--- src/rtl/misalign_bus_seq.sv ---
module misalign_bus_seq #(
  parameter int AW = 24
) (
  input  logic          clk,
  input  logic          rst_n,
  input  logic          req_valid,
  output logic          req_ready,
  input  logic          req_write,
  input  logic [1:0]    req_size,
  input  logic [AW-1:0] req_addr,
  input  logic [31:0]   req_wdata,
  output logic          rsp_valid,
  output logic [31:0]   rsp_rdata,
  output logic          mem_en,
  output logic          mem_we,
  output logic [AW-2:0] mem_waddr,
  output logic [1:0]    mem_be,
  output logic [15:0]   mem_wdata,
  input  logic [15:0]   mem_rdata
);
  localparam int WAW = AW - 1;

  function automatic logic lane_hit(input logic [1:0] i, input logic l,
                                    input logic a0, input logic [2:0] n);
    logic [2:0] pos;
    pos = {i, l};
    return (pos >= {2'b00, a0}) && ((pos - {2'b00, a0}) < n);
  endfunction

  function automatic logic [1:0] lane_idx(input logic [1:0] i, input logic l,
                                          input logic a0);
    logic [2:0] pos;
    pos = {i, l} - {2'b00, a0};
    return pos[1:0];
  endfunction

  logic          busy;
  logic [1:0]    cyc, last_idx;
  logic [AW-1:0] r_addr;
  logic [2:0]    r_n;
  logic          r_we;
  logic [31:0]   r_wdata;

  logic [2:0] req_n, span;
  logic       accept, last;
  logic       hit0, hit1;
  logic [1:0] idx0, idx1;

  assign req_n  = req_size[1] ? 3'd4 : (req_size[0] ? 3'd2 : 3'd1);
  assign span   = {2'b00, req_addr[0]} + req_n - 3'd1;
  assign accept = req_valid && req_ready;
  assign last   = (cyc == last_idx);

  assign hit0 = busy && lane_hit(cyc, 1'b0, r_addr[0], r_n);
  assign hit1 = busy && lane_hit(cyc, 1'b1, r_addr[0], r_n);
  assign idx0 = lane_idx(cyc, 1'b0, r_addr[0]);
  assign idx1 = lane_idx(cyc, 1'b1, r_addr[0]);

  assign req_ready = !busy;
  assign mem_en    = busy;
  assign mem_we    = busy && r_we;
  assign mem_waddr = r_addr[AW-1:1] + {{(WAW-2){1'b0}}, cyc};
  assign mem_be    = {hit1, hit0};
  assign mem_wdata[7:0]  = (hit0 && r_we) ? r_wdata[{idx0, 3'b000} +: 8] : 8'h00;
  assign mem_wdata[15:8] = (hit1 && r_we) ? r_wdata[{idx1, 3'b000} +: 8] : 8'h00;

  always_ff @(posedge clk) begin
    if (!rst_n) begin
      busy     <= 1'b0;
      cyc      <= '0;
      last_idx <= '0;
      r_addr   <= '0;
      r_n      <= 3'd1;
      r_we     <= 1'b0;
      r_wdata  <= '0;
    end else if (accept) begin
      busy     <= 1'b1;
      cyc      <= '0;
      last_idx <= span[2:1];
      r_addr   <= req_addr;
      r_n      <= req_n;
      r_we     <= req_write;
      r_wdata  <= req_wdata;
    end else if (busy) begin
      if (last) busy <= 1'b0;
      else      cyc  <= cyc + 2'd1;
    end
  end

  logic        p_vld, p_last;
  logic [1:0]  p_be, p_j0, p_j1;
  logic [31:0] acc, merged;

  always_comb begin
    merged = acc;
    if (p_be[0]) merged[{p_j0, 3'b000} +: 8] = mem_rdata[7:0];
    if (p_be[1]) merged[{p_j1, 3'b000} +: 8] = mem_rdata[15:8];
  end

  always_ff @(posedge clk) begin
    if (!rst_n) begin
      p_vld     <= 1'b0;
      p_last    <= 1'b0;
      p_be      <= '0;
      p_j0      <= '0;
      p_j1      <= '0;
      acc       <= '0;
      rsp_valid <= 1'b0;
      rsp_rdata <= '0;
    end else begin
      p_vld     <= busy && !r_we;
      p_last    <= last;
      p_be      <= mem_be;
      p_j0      <= idx0;
      p_j1      <= idx1;
      rsp_valid <= p_vld && p_last;
      if (p_vld) begin
        if (p_last) begin
          rsp_rdata <= merged;
          acc       <= '0;
        end else begin
          acc <= merged;
        end
      end
    end
  end

  AST_BE_LIVE: assert property (@(posedge clk) disable iff (!rst_n)
    mem_en |-> mem_be != 2'b00);
  AST_WADDR_STEP: assert property (@(posedge clk) disable iff (!rst_n)
    (mem_en && !last) |=> (mem_en && mem_waddr == $past(mem_waddr) + 1'b1));
  AST_ODD_HEAD: assert property (@(posedge clk) disable iff (!rst_n)
    (accept && req_addr[0] && req_size != 2'b00) |=> mem_be == 2'b10);
  AST_RSP_PULSE: assert property (@(posedge clk) disable iff (!rst_n)
    rsp_valid |=> !rsp_valid);
  AST_BUSY_CLOSED: assert property (@(posedge clk) disable iff (!rst_n)
    accept |=> !req_ready);
endmodule

--- config.mk ---
export PLATFORM = sky130hd
export DESIGN_NAME = misalign_bus_seq
export DESIGN_NICKNAME = d
export VERILOG_FILES = /design/src/rtl/misalign_bus_seq.sv
export SDC_FILE = /design/constraint.sdc
export NUM_CORES = 1
export LEC_CHECK = 0
export CAP_MARGIN = 20
export CELL_PAD_IN_SITES_DETAIL_PLACEMENT = 2
export CELL_PAD_IN_SITES_GLOBAL_PLACEMENT = 2
export CORE_UTILIZATION = 33
export DETAILED_ROUTE_END_ITERATION = 10
export MAX_ROUTING_LAYER = met4
export PLACE_DENSITY_LB_ADDON = 0.08
export SLEW_MARGIN = 10
export SYNTH_ARGS = -nofsm -noshare
export SYNTH_HDL_FRONTEND = slang
export SYNTH_SLANG_ARGS = --single-unit
--- constraint.sdc ---
create_clock -name clk -period 7 [get_ports clk]
set_input_delay 1.4 -clock clk [delete_from_list [all_inputs] [get_ports clk]]
set_output_delay 1.4 -clock clk [all_outputs]
set_load 0.03 [all_outputs]
==> impl_metrics.csv, run 1 <==
group,metric,value,unit
logic_synthesis,synthesis.area,6310,µm²
clocking,root_buffer,"clkbuf_16",
worst_setup_path,cp_max_fo,13,
grt,grt_usage,0.2347,
clocking,cts_max_level,4,
sta,finalSetupTns,0,ns
worst_setup_path,cp-end-kind,"primary output",
worst_setup_path,crit_chain,"inv_1 > ha_1 > ha_1 > a21o_1 > a2111o_1 > nor2b_1 > clkdlybuf4s50_1",
logic_synthesis,yosysSeqAreaShare,0.4378,
cells_and_area,layout-drive-gt1-share,0.08098,
clocking,clockBufferDepth,2,
clocking,clk_pin_slew,0.06,ns
grt,grt_pass1_vias,6302,
worst_hold_path,holdCritPathClass,"flop to flop",
clocking,cts_setup_buffers,0,
clocking,cts-resized-gates,0,
clocking,cts_buffers,17,
worst_setup_path,crit_family,"adder cells",
cells_and_area,syn2layout_area_growth,36.41,%
routing,ant_nets,0,
grt,grt-ovfl-total,0,
logic_synthesis,synth-seq-cells,138,
logic_synthesis,synth_top_area_cell,"dfxtp_1",
grt,grt_pass1_wl,34.51,mm
logic_synthesis,ys_types,48,
power_and_ir_drop,ir_drop,177.1,µV
logic_synthesis,async_flop_share,0,
worst_setup_path,ff2ff_setup_slack,4.06,ns
logic_synthesis,synth_cells,640,
floorplan,core_area,18710,µm²
logic_synthesis,ys_top_cells_by_count,"dfxtp_1, o21ai_0, a22o_1, nand2_1, clkbuf_1",
power_and_ir_drop,p_leak,3.122,nW
clocking,clk_latency,0.43,ns
worst_setup_path,worst-path-stages,7,
place,post-dp-hpwl,15.03,mm
clocking,cts_tree,"done",
floorplan,start_util,0.3373,
logic_synthesis,yosys-top-cells-area,"dfxtp_1, a22o_1, mux4_2",
floorplan,num_rows,50,
logic_synthesis,synth_edf_count,0,
power_and_ir_drop,power_density,234.7,nW/µm²
place,io_buffers,154,
worst_setup_path,crit_path_top_delay_cell,"dfxtp_1",
sta,fmax,0.1783,GHz
worst_setup_path,critical_path_class,"flop to primary output",
logic_synthesis,yosysMostFrequentCell,"dfxtp_1",
worst_setup_path,r2r_cells,6,
grt,antenna_found_initial,0,
place,gp_congestion,0.7884,
routing,firstDrtPassIters,6,
floorplan,fp.dieW,140.3,µm
worst_setup_path,cp.required,5.60,ns
sta,setup-violations-final,0,
cells_and_area,final_util,0.4601,
worst_setup_path,crit_top_cell,"ha_1",
routing,via_count,5716,
sta,worst_pin_slew,0.8251,ns
sta,grt_setup_unrepaired,"false",
run_status,outcome,"complete, no violations",
logic_synthesis,synth_top_area_frac,0.4378,
worst_setup_path,critPathLaunch,"cyc[0]",
worst_setup_path,worst_r2r_startpoint,"cyc[0]",
sta,final_hold_viol_count,0,
logic_synthesis,synth-main-ff-cell,"dfxtp_1",
grt,grt_max_degree,65,
worst_setup_path,crit_buf_inv,2,
worst_setup_path,reg2reg_to,"p_be[0]",
routing,wl,21.83,mm
cells_and_area,final_nets,864,
routing,routedWlPerCell,21.57,µm
sta,slew_violations,0,
cells_and_area,antenna_cells,0,
floorplan,ios,155,
worst_setup_path,slowest_delay,0.86,ns
sta,relSlewSlack,0.4492,
worst_setup_path,cp_data_arrival_time,4.21,ns
logic_synthesis,avgSynthCellArea,9.859,µm²
sta,clock_skew,0.01177,ns
worst_setup_path,crit_end,"mem_wdata[5]",
sta,post-route-period-util,0.8014,
job,drv_cap,0,
routing,drc,0,
clocking,hold_buffers,0,
floorplan,fp.dieH,140.3,µm
routing,drt-initial-drc-count,311,
worst_setup_path,critPathLaunchType,"flop",
routing,viasPerCell,5.648,
logic_synthesis,syn-num-nets,738,
logic_synthesis,yosysWarnings,0,
clocking,cts.sinks,138,
floorplan,die_area,19680,µm²
sta,fin_crit,5.609,ns
==> placed cells by master, fill, tap and decap left out, types with 6 or more instances in the layout <==
| cell | instances |
|---|---|
| dfxtp_1 | 138 |
| nand3_1 | 21 |
| o21ai_0 | 63 |
| inv_1 | 15 |
| nand4_1 | 10 |
| nor2b_1 | 21 |
| clkbuf_16 | 17 |
| a222oi_1 | 9 |
| ha_1 | 19 |
| nand2_1 | 42 |
| buf_4 | 6 |
| nor3_1 | 8 |
| a221o_1 | 8 |
| and3_1 | 12 |
| xor2_1 | 7 |
| a22o_1 | 55 |
| mux4_2 | 16 |
| a31oi_1 | 7 |
| xnor2_1 | 18 |
| clkdlybuf4s50_1 | 154 |
| a22oi_1 | 26 |
| a21oi_1 | 27 |
| and4_1 | 7 |
| a2bb2oi_1 | 8 |
==> worst min path at each step <==
stage                     startpoint       to  cells after the start
final                        acc[31]  acc[31]                      2
after global routing         acc[27]  acc[27]                      2
after CTS                    acc[31]  acc[31]                      2
after detailed placement     acc[31]  acc[31]                      2
after global placement       acc[22]  acc[22]                      2
after floorplan              acc[24]  acc[24]                      2
==> metal layers <==
layer / vias to the layer above / part of all wire / global-route usage
met2: 160 / 0.51 / 0.4045
met5: - / 0 / -
li1: 2645 / - / -
met3: 35 / 0.051 / 0.05915
met4: 0 / 0.022 / 0.08676
met1: 2876 / 0.42 / 0.2613
==> worst register-to-register path, stage by stage (launching register included) <==
cell and delay (ns):
dfxtp_1 0.86, inv_1 0.28, ha_1 0.68, ha_1 0.33, a21o_1 0.18, a211oi_1 0.36, and2_1 0.20
==> registers in the layout, summed over array words and instances (netlist names), 3 cells and up <==
register and cells:
acc 32, r_addr 24, r_n 3, r_wdata 32
rsp_rdata 32
==> power breakdown <==
group	switching [mW]	leakage, nW	internal, mW
Sequential	0.0314	1.12	0.819
Combinational	0.128	1.71	0.125
Clock	0.352	0.285	0.565
==> through the flow <==
step / instances / cell area [µm²] / total power [mW] / setup WS, ns / hold WS (ns)
5_1_grt: 1012 / 8607 / 2.096 / 1.106 / 0.4938
2_1_floorplan: 640 / 6310 / 0.9902 / 2.984 / 0.4240
3_3_place_gp: 977 / 7926 / 1.104 / 1.926 / 0.4361
3_5_place_dp: 977 / 7926 / 1.114 / 1.748 / 0.4548
4_1_cts: 1008 / 8519 / 2.037 / 1.275 / 0.4662
6_report: 1012 / 8607 / 2.020 / 1.391 / 0.4661
==> final cells by class <==
cell class,instances,area [µm²]
timing repair buffer,164,1674
tap,234,292.8
sequential,138,2763
inverter,15,56.30
multi-input combinational,430,3228
fill,1939,10100
clock inverter,12,150.1
clock buffer,19,442.9
==> cells by family after synthesis <==
group | Yosys count | synth area share
DFF | 138 | 0.4378
xor gates and xnor gates | 25 | 0.03470
adders and majority gates | 20 | 0.04085
and+or+nand+nor | 153 | 0.1364
muxes | 17 | 0.05870
AOI/OAI and AO/OA | 215 | 0.2399
buffers and inverters | 72 | 0.05156
(Power assumes the default switching activity.)
==> run 2, diff against run 1 <==
--- a/config.mk
+++ b/config.mk
@@ -8,7 +8,7 @@
 export CAP_MARGIN = 20
 export CELL_PAD_IN_SITES_DETAIL_PLACEMENT = 2
 export CELL_PAD_IN_SITES_GLOBAL_PLACEMENT = 2
-export CORE_UTILIZATION = 33
+export CORE_UTILIZATION = 27
 export DETAILED_ROUTE_END_ITERATION = 10
 export MAX_ROUTING_LAYER = met4
 export PLACE_DENSITY_LB_ADDON = 0.08
==> constraint.sdc (replaced) <==
create_clock -name clk -period 4.6 [get_ports clk]
set_input_delay 0.92 -clock clk [delete_from_list [all_inputs] [get_ports clk]]
set_output_delay 0.92 -clock clk [all_outputs]
set_load 0.03 [all_outputs]
==> run 2 against run 1 <==
Clock power rose by 48%. Power rose by 50%. Sequential power rose by 52%. Critical path depth rose by 1. Combinational power rose by 50%. First-iteration DRC count rose by 8.7%. Critical endpoint is now mem_waddr[22]. Count of clock-buffer cells in the layout rose by 5. Core utilization fell by 8.1 points. Die area rose by 22%. Cell count rose by 7.9%. Setup slack got worse by 1.1 ns.
==> impl_metrics.csv, run 2 (synthesized netlist as in run 1, its figures left out) <==
group,metric,value,unit
run_status,outcome,"complete, no violations",
cells_and_area,antenna_cells,0,
routing,drc,0,
clocking,cts_setup_buffers,0,
routing,wl,21.89,mm
clocking,cts.sinks,138,
worst_setup_path,crit_chain,"ha_1 > inv_1 > fa_1 > nor2b_1 > and4_1 > and4_1 > xor2_1 > clkdlybuf4s50_1",
sta,holdWs,0.4598,ns
worst_setup_path,critPathLaunchType,"flop",
cells_and_area,layout_common_cells,"clkdlybuf4s50_1, dfxtp_1, o21ai_0",
grt,grt_pass1_wl,34.51,mm
sta,finalSetupTns,0,ns
power_and_ir_drop,power_density,351.2,nW/µm²
clocking,clockBufferDepth,2,
floorplan,ios,155,
worst_setup_path,reg2reg_to,"rsp_rdata[31]",
cells_and_area,final_util,0.3788,
sta,post-route-period-util,0.9329,
routing,drt-initial-drc-count,338,
clocking,clk_latency,0.42,ns
job,drv_cap,0,
power_and_ir_drop,ir_drop,168.1,µV
cells_and_area,final_cells,1092,
clocking,cts_tree,"done",
worst_setup_path,worst_r2r_startpoint,"p_j1[0]",
worst_setup_path,crit_top_cell,"and4_1",
sta,fin_crit,4.291,ns
clocking,cts_buffers,17,
routing,firstDrtPassIters,4,
floorplan,core_area,22780,µm²
sta,slew_violations,0,
power_and_ir_drop,p_leak,3.126,nW
routing,viasPerCell,5.154,
worst_setup_path,ff2ff_setup_slack,2.21,ns
worst_setup_path,crit_path_top_delay_cell,"clkdlybuf4s50_1",
worst_setup_path,cp.required,3.68,ns
worst_setup_path,cp_max_fo,7,
floorplan,die_area,23980,µm²
sta,relSlewSlack,0.3028,
floorplan,num_rows,55,
cells_and_area,syn2layout_area_growth,36.74,%
grt,grt_max_degree,65,
floorplan,fp.dieH,154.9,µm
place,gp_congestion,0.8003,
clocking,cts_max_level,4,
routing,top_layer,"met4",
sta,grt_setup_unrepaired,"false",
place,io_buffers,154,
floorplan,fp.dieW,154.9,µm
cells_and_area,reg_top3,"acc x32, r_wdata x32, rsp_rdata x32",
routing,met3WireLength,1.008,mm
routing,routedWlPerCell,20.05,µm
floorplan,start_util,0.2770,
cells_and_area,layout_commonest_cell,"clkdlybuf4s50_1",
worst_setup_path,r2r_cells,6,
cells_and_area,layout-drive-gt1-share,0.08858,
sta,setup-violations-final,0,
grt,grt-ovfl-total,0,
sta,worst_pin_slew,1.046,ns
worst_setup_path,critical_path_class,"flop to primary output",
worst_setup_path,cp-end-kind,"primary output",
sta,final_hold_viol_count,0,
worst_hold_path,holdCritPathClass,"flop to flop",
routing,met1_length,9.510,mm
clocking,cts-resized-gates,0,
sta,clock_skew,0.008197,ns
clocking,root_buffer,"clkbuf_16",
cells_and_area,final_nets,865,
sta,fmax,0.2330,GHz
grt,grt_pass1_vias,6260,
worst_setup_path,cp_data_arrival_time,3.37,ns
place,post-dp-hpwl,15.70,mm
routing,ant_nets,0,
worst_setup_path,crit_end,"mem_waddr[22]",
clocking,clk_pin_slew,0.06,ns
clocking,hold_buffers,0,
routing,met2_length,11.01,mm
worst_setup_path,slowest_delay,0.69,ns
worst_setup_path,critPathLaunch,"cyc[0]",
place,placed_cells,1061,
routing,via_count,5628,
grt,grt_usage,0.1927,
grt,antenna_found_initial,0,
cells_and_area,n_fill_cell,2451,
## run 2: worst min path at each step
stage / startpoint / end / slack (ns) / cells past startpoint
final: acc[31] / acc[31] / 0.46 / 2
after global routing: acc[31] / acc[31] / 0.50 / 2
after CTS: acc[31] / acc[31] / 0.46 / 2
after detailed placement: acc[31] / acc[31] / 0.45 / 2
after global placement: acc[28] / acc[28] / 0.43 / 2
after floorplan: acc[24] / acc[24] / 0.42 / 2
## run 2: report_power, final
part           internal [mW]  switching, mW
sequential              1.25         0.0440
clock                  0.837          0.523
combinational          0.186          0.195
## run 2: per-layer routing
layer / GRT usage / vias to the layer above
li1: - / 2649
met1: 0.2223 / 2824
met2: 0.3286 / 132
met3: 0.04485 / 23
met4: 0.06412 / 0
met5: - / -
## run 2: final cells by class
| type | instances | area (µm²) | area share |
|---|---|---|---|
| Multi-Input combinational cell | 430 | 3228 | 0.3741 |
| Timing Repair Buffer | 165 | 1617 | 0.1874 |
| Sequential cell | 138 | 2763 | 0.3202 |
| Clock inverter | 7 | 91.34 | 0.01059 |
| Tap cell | 313 | 391.6 | 0.04539 |
| Clock buffer | 24 | 481.7 | 0.05583 |
| Inverter | 15 | 56.30 | 0.006526 |
## run 2: stage by stage
step / worst slack (ns) / power [mW] / cell area, µm²
final: 0.3086 / 3.030 / 8628
after global routing: 0.1405 / 3.148 / 8628
after CTS: 0.2770 / 3.069 / 8628
after detailed placement: 0.7437 / 1.701 / 8055
after global placement: 0.8854 / 1.685 / 8035
after floorplan: 1.064 / 1.507 / 6310
## run 2: worst max-delay path: cells and delay by family (launching register included)
| family | cells | cell delay [ns] |
|---|---|---|
| AND/OR/NAND/NOR | 3 | 0.95 |
| buffers and inverters | 2 | 0.76 |
| adder cells (fa/ha/maj) | 2 | 0.64 |
| flip-flops | 1 | 0.46 |
| XOR/XNOR | 1 | 0.15 |
==> run 3, diff against run 2 <==
--- a/config.mk
+++ b/config.mk
@@ -5,7 +5,6 @@
 export SDC_FILE = /design/constraint.sdc
 export NUM_CORES = 1
 export LEC_CHECK = 0
-export CAP_MARGIN = 20
 export CELL_PAD_IN_SITES_DETAIL_PLACEMENT = 2
 export CELL_PAD_IN_SITES_GLOBAL_PLACEMENT = 2
 export CORE_UTILIZATION = 27
==> run 3 against run 2 <==
Setup slack gained 0.017 ns. Largest cell class unchanged. Cell count is the same. Die area is the same.
==> impl_metrics.csv, run 3 (synthesized netlist as in run 1, its figures left out) <==
group,metric,value,unit
run_status,outcome,"complete, no violations",
clocking,cts_buffers,17,
worst_setup_path,critPathLaunchType,"flop",
cells_and_area,final_nets,864,
sta,post-route-period-util,0.9293,
clocking,clockBufferDepth,2,
job,drv_cap,0,
power_and_ir_drop,ir_drop,197.4,µV
worst_hold_path,hold_depth,2,
clocking,root_buffer,"clkbuf_16",
worst_hold_path,holdCritPathClass,"flop to flop",
place,gp_congestion,0.8003,
clocking,cts_max_level,4,
place,place_area,8035,µm²
routing,drt-initial-drc-count,259,
floorplan,core_area,22780,µm²
cells_and_area,reg_top3,"acc x32, r_wdata x32, rsp_rdata x32",
floorplan,fp.dieW,154.9,µm
routing,wl,21.88,mm
routing,drc,0,
cells_and_area,layout-drive-gt1-share,0.09243,
sta,final_hold_viol_count,0,
sta,setup-violations-final,0,
grt,grt_pass1_vias,6277,
clocking,cts_setup_buffers,0,
worst_setup_path,crit_path_top_delay_cell,"clkdlybuf4s50_1",
cells_and_area,layout_common_cells,"clkdlybuf4s50_1, dfxtp_1, o21ai_0",
worst_setup_path,cp_max_fo,7,
routing,via_count,5636,
power_and_ir_drop,p_leak,3.168,nW
worst_setup_path,slowest_delay,0.70,ns
place,io_buffers,154,
routing,ant_nets,0,
clocking,clk_pin_slew,0.06,ns
sta,fmax,0.2339,GHz
floorplan,num_rows,55,
routing,viasPerCell,5.161,
worst_setup_path,crit_chain,"ha_1 > inv_1 > fa_1 > nor2b_1 > and4_1 > nand4_1 > xnor2_1 > clkdlybuf4s50_1",
cells_and_area,layout_commonest_cell,"clkdlybuf4s50_1",
clocking,clk_latency,0.42,ns
place,post-dp-hpwl,15.56,mm
floorplan,start_util,0.2770,
worst_setup_path,cp.required,3.68,ns
sta,relSlewSlack,0.3050,
sta,finalSetupTns,0,ns
cells_and_area,final_area,8721,µm²
clocking,hold_buffers,0,
clocking,cts-resized-gates,0,
worst_setup_path,cp_data_arrival_time,3.35,ns
sta,holdWs,0.4592,ns
power_and_ir_drop,power_density,374.7,nW/µm²
sta,slew_violations,0,
grt,antenna_found_initial,0,
sta,fin_crit,4.275,ns
sta,grt_setup_unrepaired,"false",
cells_and_area,n_fill_cell,2459,
worst_setup_path,critical_path_class,"flop to primary output",
cells_and_area,regArea,2763,µm²
cells_and_area,multiInputGateArea,3229,µm²
place,placed_cells,1060,
grt,grt-ovfl-total,0,
grt,grt_usage,0.1926,
worst_setup_path,cp-end-kind,"primary output",
clocking,cts_tree,"done",
worst_setup_path,r2r_cells,6,
routing,routedWlPerCell,20.03,µm
floorplan,die_area,23980,µm²
floorplan,fp.dieH,154.9,µm
cells_and_area,antenna_cells,0,
clocking,cts.sinks,138,
sta,worst_pin_slew,1.043,ns
sta,clock_skew,0.009713,ns
grt,grt_pass1_wl,34.54,mm
grt,grt_max_degree,65,
routing,firstDrtPassIters,4,
cells_and_area,final_cells,1092,
floorplan,ios,155,
cells_and_area,final_util,0.3829,
cells_and_area,syn2layout_area_growth,38.21,%
run 3: cell count changes in the layout (fill, tap and decap cells not counted):
cell and delta:
clkinvlp_4 +1, clkinv_4 -1, clkinv_2 -1, and2_2 -1, buf_12 -1, and2_4 +1, inv_6 +1, bufinv_16 +4
clkbuf_1 -3
run 3: cell type report:
| cell class | count | area share |
|---|---|---|
| Tap cell | 313 | 0.04491 |
| Multi-Input combinational cell | 430 | 0.3703 |
| Clock buffer | 21 | 0.05395 |
| Clock inverter | 11 | 0.02453 |
| Sequential cell | 138 | 0.3168 |
| Timing Repair Buffer | 164 | 0.1831 |
| Inverter | 15 | 0.006456 |
run 3: metal layers:
layer,part of all wire,global-route usage
met1,0.44,0.2214
met2,0.50,0.3222
met3,0.046,0.05209
met4,0.016,0.06789
met5,0,-
run 3: power breakdown:
part / switching, mW / total (mW) / internal (mW) / leakage (nW)
Clock: 0.537 / 1.60 / 1.06 / 0.330
Combinational: 0.195 / 0.379 / 0.184 / 1.71
Sequential: 0.0442 / 1.29 / 1.25 / 1.12
run 3: worst max-delay path, delay by kind of cell, from the launching register on:
family        cells  cell delay (ns)
simple gates      3             0.87
flops             1             0.47
xor+xnor          1             0.20
buf+inv           2             0.76
fa+ha+maj         2             0.64
run 3: worst paths after layout:
| check | start | to | slack, ns |
|---|---|---|---|
| min reg2reg | acc[31] | acc[31] | 0.46 |
| min | acc[31] | acc[31] | 0.46 |
| max reg2reg | p_j1[0] | rsp_rdata[31] | 2.13 |
| max | cyc[0] | mem_waddr[20] | 0.33 |
run 3: metrics by stage:
step	worst slack (ns)	power, mW
after floorplan	1.064	1.507
after global placement	0.8854	1.685
after detailed placement	0.7317	1.698
after CTS	0.2733	3.312
after global routing	0.1196	3.393
final	0.3253	3.267
